<file path="config.mk">
export PLATFORM = sky130hd
export DESIGN_NAME = pix_ser_top
export DESIGN_NICKNAME = d
export VERILOG_FILES = /design/src/rtl/pix_ser_pkg.sv /design/src/rtl/pix_ser_loadgen.sv /design/src/rtl/pix_ser_capture.sv /design/src/rtl/pix_ser_gate.sv /design/src/rtl/pix_ser_top.sv
export SDC_FILE = /design/constraint.sdc
export NUM_CORES = 1
export LEC_CHECK = 0
export BUFFER_PORTS_ARGS = -buffer_cell sky130_fd_sc_hd__buf_2
export CAP_MARGIN = 30
export CORE_MARGIN = 2
export CORE_UTILIZATION = 45
export DETAILED_ROUTE_END_ITERATION = 6
export PLACE_DENSITY = 0.68
export REMOVE_ABC_BUFFERS = 1
export SYNTH_ARGS = -nofsm -noshare
export SYNTH_HDL_FRONTEND = slang
export SYNTH_HIERARCHICAL = 1
export SYNTH_SLANG_ARGS = --single-unit
</file>
<file path="constraint.sdc">
create_clock -name clk -period 4.8 [get_ports clk]
set_input_delay 0 -clock clk [delete_from_list [all_inputs] [get_ports clk]]
set_output_delay 0 -clock clk [all_outputs]
set_load 0.03 [all_outputs]
</file>
<file path="src/rtl/pix_ser_pkg.sv">
package pix_ser_pkg;

    localparam int CH_W   = 8;
    localparam int PS_W   = 2;
    localparam int SLOTS  = 4;
    localparam int MODE_W = 2;
    localparam int IDX_W  = $clog2(SLOTS);

    typedef struct packed {
        logic [CH_W-1:0] r;
        logic [CH_W-1:0] g;
        logic [CH_W-1:0] b;
        logic [PS_W-1:0] ps;
        logic            blank;
        logic            sync;
    } pix_t;

    typedef enum logic [MODE_W-1:0] {
        MUX_1  = 2'd0,
        MUX_2  = 2'd1,
        MUX_4  = 2'd2,
        MUX_4B = 2'd3
    } mux_e;

    // Index of the last slot emitted for a given ratio.
    function automatic logic [IDX_W-1:0] last_of(mux_e m);
        case (m)
            MUX_1:   return '0;
            MUX_2:   return IDX_W'(1);
            default: return IDX_W'(SLOTS - 1);
        endcase
    endfunction

endpackage

</file>
<file path="src/rtl/pix_ser_loadgen.sv">
module pix_ser_loadgen
    import pix_ser_pkg::*;
(
    input  logic              clk,
    input  logic              rst,
    input  logic [MODE_W-1:0] cfg_mux,
    output mux_e              act_mode,
    output logic              load_out
);

    logic [IDX_W-1:0] div_cnt;

    // The ratio request is adopted only when the divider wraps.
    always_ff @(posedge clk) begin
        if (rst) begin
            div_cnt  <= '0;
            act_mode <= mux_e'(cfg_mux);
        end else if (div_cnt == last_of(act_mode)) begin
            div_cnt  <= '0;
            act_mode <= mux_e'(cfg_mux);
        end else begin
            div_cnt  <= div_cnt + 1'b1;
        end
    end

    assign load_out = (div_cnt == '0);

endmodule

</file>
<file path="src/rtl/pix_ser_capture.sv">
module pix_ser_capture
    import pix_ser_pkg::*;
(
    input  logic                  clk,
    input  logic                  rst,
    input  logic                  load_in,
    input  mux_e                  act_mode,
    input  logic [SLOTS*CH_W-1:0] pix_r_in,
    input  logic [SLOTS*CH_W-1:0] pix_g_in,
    input  logic [SLOTS*CH_W-1:0] pix_b_in,
    input  logic [SLOTS*PS_W-1:0] ps_in,
    input  logic [SLOTS-1:0]      blank_in,
    input  logic [SLOTS-1:0]      sync_in,
    output mux_e                  cap_mode,
    output logic [IDX_W-1:0]      slot_idx,
    output pix_t                  st1
);

    pix_t slot_in [SLOTS];
    pix_t cap_q   [SLOTS];

    for (genvar s = 0; s < SLOTS; s++) begin : g_slot
        assign slot_in[s] = '{
            r:     pix_r_in[s*CH_W +: CH_W],
            g:     pix_g_in[s*CH_W +: CH_W],
            b:     pix_b_in[s*CH_W +: CH_W],
            ps:    ps_in[s*PS_W +: PS_W],
            blank: blank_in[s],
            sync:  sync_in[s]
        };
    end

    always_ff @(posedge clk) begin
        if (rst) begin
            for (int s = 0; s < SLOTS; s++) cap_q[s] <= '0;
            cap_mode <= MUX_1;
            slot_idx <= '0;
            st1      <= '0;
        end else begin
            // First pipeline register: slot selection.
            st1 <= cap_q[slot_idx];
            if (load_in) begin
                for (int s = 0; s < SLOTS; s++) cap_q[s] <= slot_in[s];
                cap_mode <= act_mode;
                slot_idx <= '0;
            end else if (slot_idx == last_of(cap_mode)) begin
                slot_idx <= '0;
            end else begin
                slot_idx <= slot_idx + 1'b1;
            end
        end
    end

endmodule

</file>
<file path="src/rtl/pix_ser_gate.sv">
module pix_ser_gate
    import pix_ser_pkg::*;
(
    input  logic            clk,
    input  logic            rst,
    input  pix_t            st1,
    input  logic [PS_W-1:0] cfg_sel,
    input  logic            cfg_sync_en,
    output logic [CH_W-1:0] pix_r,
    output logic [CH_W-1:0] pix_g,
    output logic [CH_W-1:0] pix_b,
    output logic            sel_valid,
    output logic            blank_out,
    output logic            sync_out
);

    logic hit;
    logic show;

    always_comb begin
        hit  = (st1.ps == cfg_sel);
        show = hit && !st1.blank;
    end

    // Second pipeline register: palette match and video gating.
    always_ff @(posedge clk) begin
        if (rst) begin
            pix_r     <= '0;
            pix_g     <= '0;
            pix_b     <= '0;
            sel_valid <= 1'b0;
            blank_out <= 1'b0;
            sync_out  <= 1'b0;
        end else begin
            pix_r     <= show ? st1.r : '0;
            pix_g     <= show ? st1.g : '0;
            pix_b     <= show ? st1.b : '0;
            sel_valid <= hit;
            blank_out <= st1.blank;
            sync_out  <= st1.sync & cfg_sync_en;
        end
    end

endmodule

</file>
<file path="src/rtl/pix_ser_top.sv">
module pix_ser_top
    import pix_ser_pkg::*;
(
    input  logic                  clk,
    input  logic                  rst,
    input  logic [MODE_W-1:0]     cfg_mux,
    input  logic [PS_W-1:0]       cfg_sel,
    input  logic                  cfg_sync_en,
    input  logic                  load_in,
    input  logic [SLOTS*CH_W-1:0] pix_r_in,
    input  logic [SLOTS*CH_W-1:0] pix_g_in,
    input  logic [SLOTS*CH_W-1:0] pix_b_in,
    input  logic [SLOTS*PS_W-1:0] ps_in,
    input  logic [SLOTS-1:0]      blank_in,
    input  logic [SLOTS-1:0]      sync_in,
    output logic                  load_out,
    output logic [CH_W-1:0]       pix_r,
    output logic [CH_W-1:0]       pix_g,
    output logic [CH_W-1:0]       pix_b,
    output logic                  sel_valid,
    output logic                  blank_out,
    output logic                  sync_out
);

    mux_e             act_mode;
    mux_e             cap_mode;
    logic [IDX_W-1:0] slot_idx;
    pix_t             st1;

    pix_ser_loadgen i_loadgen (
        .clk      (clk),
        .rst      (rst),
        .cfg_mux  (cfg_mux),
        .act_mode (act_mode),
        .load_out (load_out)
    );

    pix_ser_capture i_capture (
        .clk      (clk),
        .rst      (rst),
        .load_in  (load_in),
        .act_mode (act_mode),
        .pix_r_in (pix_r_in),
        .pix_g_in (pix_g_in),
        .pix_b_in (pix_b_in),
        .ps_in    (ps_in),
        .blank_in (blank_in),
        .sync_in  (sync_in),
        .cap_mode (cap_mode),
        .slot_idx (slot_idx),
        .st1      (st1)
    );

    pix_ser_gate i_gate (
        .clk         (clk),
        .rst         (rst),
        .st1         (st1),
        .cfg_sel     (cfg_sel),
        .cfg_sync_en (cfg_sync_en),
        .pix_r       (pix_r),
        .pix_g       (pix_g),
        .pix_b       (pix_b),
        .sel_valid   (sel_valid),
        .blank_out   (blank_out),
        .sync_out    (sync_out)
    );

endmodule

</file>
* After elaboration in Yosys (flattened, before gate mapping)
Memories as Yosys holds them, arrays and structs flattened. A register that Yosys moved wholly into a read port is not among the register bits. Index checks and enable logic that the tools add are counted.
Word-level totals: flip-flop bits (word level) 35, latch bits 0, RAM bits 112, memory bits (read-only) 0, output and inout port bits 28, memories kept 1
Operators by class: $add $sub $neg 2, multiply operators 0, divide/modulo/power cells 0, order comparisons 0, equality and inequality tests 5, shift-type cells 0, mux-type cells 16, bitwise operators 6, reductions and logical operators 9
Memories:
- i_capture.cap_q | depth 4, bits a word 28, read ports 1, clocked after memory_dff 1, wr ports 4, RTL line pix_ser_capture.sv:20 | pix_t cap_q [SLOTS];
Operators with widths (count):
- $mux 28 | 4
- $mux 2 | 5
- $pmux 2 s2 | 2
- $eq 2x2->1 | 3
- $logic_not 2->1 | 3
- $mux 1 | 5
- $add 2x1->2 const B | 2
- $eq 2x1->1 const B | 2
- $or 1x1->1 | 4
- $reduce_or 2->1 | 2
- $reduce_or 3->1 | 1
- $reduce_bool 2->1 | 1
- $and 1x1->1 | 1
- $logic_and 1x1->1 | 1
- $logic_not 1->1 | 1
- $not 1->1 | 1

* Depth between registers and ports, before layout
word-level depth 6, depth in mapped cells 5, gate-level depth less buffers 4

* Cells and area by module
Netlist, hierarchy kept.
By module, submodules not included:
- pix_ser_capture | times used 1, cells each 379, area an instance 5796.8 um^2
- pix_ser_gate | times used 1, cells each 65, area an instance 1029.7 um^2
- pix_ser_loadgen | times used 1, cells each 16, area an instance 177.7 um^2

* Worst setup path before layout
Ideal clock, no wire load.
path type input port to flip-flop, start point in rst, end point mem i_capture/cap_q[0][0] (netlist bit) (enable), data arrival time 1.411 ns, path slack 2.965 ns, cell stages on the path 1, path buffers 0, path through or2_2
RTL lines:
- from (decl) | RTL line pix_ser_top.sv:5 | input logic rst,
- to (decl) | RTL line pix_ser_capture.sv:20

==> reports/results.tsv <==
stage	metric	value	unit
timing	Max Transition Viols Final	0	
synth	sequential area share after synthesis	66.3	%
layout	share of layout cells above drive strength 1	36.8	%
grt	largest net degree at the start of global routing	72	
worst_setup_path	CP Capture Type	flip-flop	
layout	Fillers	1154	
routing	via density per instance	4.84	
floorplanning	num rows	45	
floorplanning	Core ar.	15200	um2
place	# port buffers	147	
synth	Yosys warning count	6	
layout	area of the multi-input gates	2120	um2
synth	Synth Flop Type	edfxtp_1	
clock_network	CTS sink cnt	175	
layout	number of diodes	0	
clock_network	CTS clk-pin slew, worst paths	60	ps
timing	Final Hold Fails	0	
clock_network	# resized after CTS	0	
routing	wire length per cell	15.5	um
hold_path	hold-critical path depth	3	
timing	FMAX	463	MHz
status	status	completed	
place	Placed Area	7850	um2
timing	Final min period	2160	ps
synth	Yosys cell types	36	
worst_setup_path	reg2reg path depth	3	
place	dpl hpwl	8380	um
layout	most common cell after layout, fill and taps aside	buf_2	
worst_setup_path	critical path class	in -> reg	
timing	worst-margin pin slew	967	ps
hold_path	HP Class	in -> reg	
routing	routed wire length	14300	um
pwr	VDD IR max	0.255	mV
timing	fin crit share	45.0	%
clock_network	Clock Path Buffers	2	
clock_network	clk root buf	clkbuf_16	
synth	async set-reset flop share out of synthesis	0	%
floorplanning	Die Wd	129	um
layout	most frequent cells in the layout	buf_2 (147), dlygate4sd3_1 (119), edfxtp_1 (114)	
clock_network	CTS Hold Bufs	119	
layout	Final Util	63.5	%
grt	Total GRT Usage	17.8	%
grt	vias in the first global route	4492	
routing	total number of vias	4462	
worst_setup_path	Critical Path RT	4850	ps
layout	fin area	9650	um2
timing	Setup Total Neg Slack	0	ps
floorplanning	Die ar.	16600	um2
synth	syn_area_per_cell	15.2	um2
pwr	Cell Pwr Density	360	nW/um2
grt	total grt overflow	0	
clock_network	CTS tree	yes	
clock_network	postcts setup bufs	0	
layout	Register Area	4650	um2
grt	first-pass GRT wire length	22000	um
timing	RSZ-0062 raised after global routing	false	
worst_setup_path	critical path peak fanout	71	
routing	Post-route DRC	0	
layout	synth-to-layout area growth	37.8	%
pwr	leak pwr	3.83	nW
synth	Syn Inst Count	460	
grt	number of antenna violations at the first check in global routing	0	
clock_network	Skew-Pair Late Insertion Delay	420	ps
flow_run	maxcap violations	0	
timing	Clock Skew	5.98	ps
clock_network	CTS Buf Count	17	
synth	number of synthesized register bits	175	
worst_setup_path	crit path DAT	2210	ps
floorplanning	boundary pin count	148	
clock_network	number of H-tree levels	4	
routing	Post-DRT Antenna Nets	0	
routing	first-pass detailed-route iteration total	5	
synth	Syn Std Cell Area	7000	um2
place	Final Wtd Congestion	0.755	
worst_setup_path	CP startpoint kind	primary input	
timing	Rel. slew slack	35.5	%
layout	number of nets in the layout	841	
floorplanning	Initial Utilization	46.1	%
floorplanning	die height	129	um
synth	Post-synth EDFFs	114	
routing	Initial DRC Count	130	
timing	# setup viols final	0	
==> power by group <==
group	switching (mW)	internal, mW
Clock	0.516	0.854
Sequential	0.0383	1.72
Combinational	0.161	0.194
==> logic make-up after synthesis <==
| logic type | after synthesis | share of synthesized area (%) |
|---|---|---|
| buffers and inverters | 34 | 3.73 |
| and+or+nand+nor | 157 | 17.9 |
| DFF | 175 | 66.3 |
| xor gates and xnor gates | 3 | 0.590 |
| AOI/OAI and AO/OA | 32 | 2.97 |
| muxes | 58 | 8.29 |
| adders and majority gates | 1 | 0.179 |
==> Yosys cell counts, types with 2 or more instances <==
cell      instances  area share (%)
o22ai_1          27             2.4
clkbuf_2          8            0.57
edfxtp_1        114              49
buf_2             3            0.21
clkbuf_1          3            0.16
dfxtp_1          61              17
mux2i_1          58             8.3
nor4b_2          18             3.9
nor2b_1           2            0.18
buf_8             2            0.43
xor2_2            2            0.46
and2_2           64             6.9
nor4b_1           4            0.50
inv_1             2            0.11
nor2_1            3            0.16
or2_1             2            0.18
nor4b_4           2            0.68
buf_6            10             1.6
nand2b_1          3            0.27
buf_4             5            0.54
and2_1           48             4.3
nor3_1            5            0.36
==> per-layer routing <==
metal / GRT usage, % / up-vias / routed length, um
li1: - / 2178 / -
met1: 21.2 / 2117 / 6160
met2: 30.3 / 143 / 7130
met3: 4.82 / 24 / 682
met4: 7.99 / 0 / 312
met5: 0 / - / 0
==> state kept, by name, indices dropped and copies added, names as in the netlist <==
register,cells
i_capture/cap_mode,2
i_capture/cap_q,112
i_capture/slot_idx,2
i_capture/st1,28
i_gate/blank_out,1
i_gate/pix_b,8
i_gate/pix_g,8
i_gate/pix_r,8
i_gate/sel_valid,1
i_gate/sync_out,1
i_loadgen/act_mode,2
i_loadgen/div_cnt,2
==> area by class of cell <==
| class | instances | share of cell area [%] |
|---|---|---|
| multi-input combinational | 251 | 22.0 |
| tap | 188 | 2.44 |
| inverter | 2 | 0.0778 |
| timing repair buffer | 273 | 21.2 |
| clock inverter | 8 | 1.15 |
| clock buffer | 24 | 4.99 |
| sequential | 175 | 48.2 |
==> worst max-delay path: stages <==
cell	delay (ps)
dlygate4sd3_1	520
buf_2	240
or2_4	790
buf_4	590
==> per-stage QoR <==
stage / worst slack [ps] / std cells / total power, mW / hold WS, ps
after CTS: 2630 / 920 / 3.51 / 185
after global placement: 2810 / 766 / 2.04 / 179
after floorplan: 2140 / 428 / 1.94 / 71.5
after global routing: 2510 / 921 / 3.60 / 203
final: 2640 / 921 / 3.48 / 200
after detailed placement: 2720 / 769 / 2.07 / 187
==> final timing paths <==
kind,startpoint,endpoint,slack [ps]
max,rst,i_capture/cap_q[2][14],2640
min,cfg_sel[1],i_gate/pix_b[2],200
max reg2reg,i_capture/slot_idx[0],i_capture/st1[18],3280
min reg2reg,i_capture/st1[23],i_gate/pix_r[3],460
(Power assumes the default switching activity.)
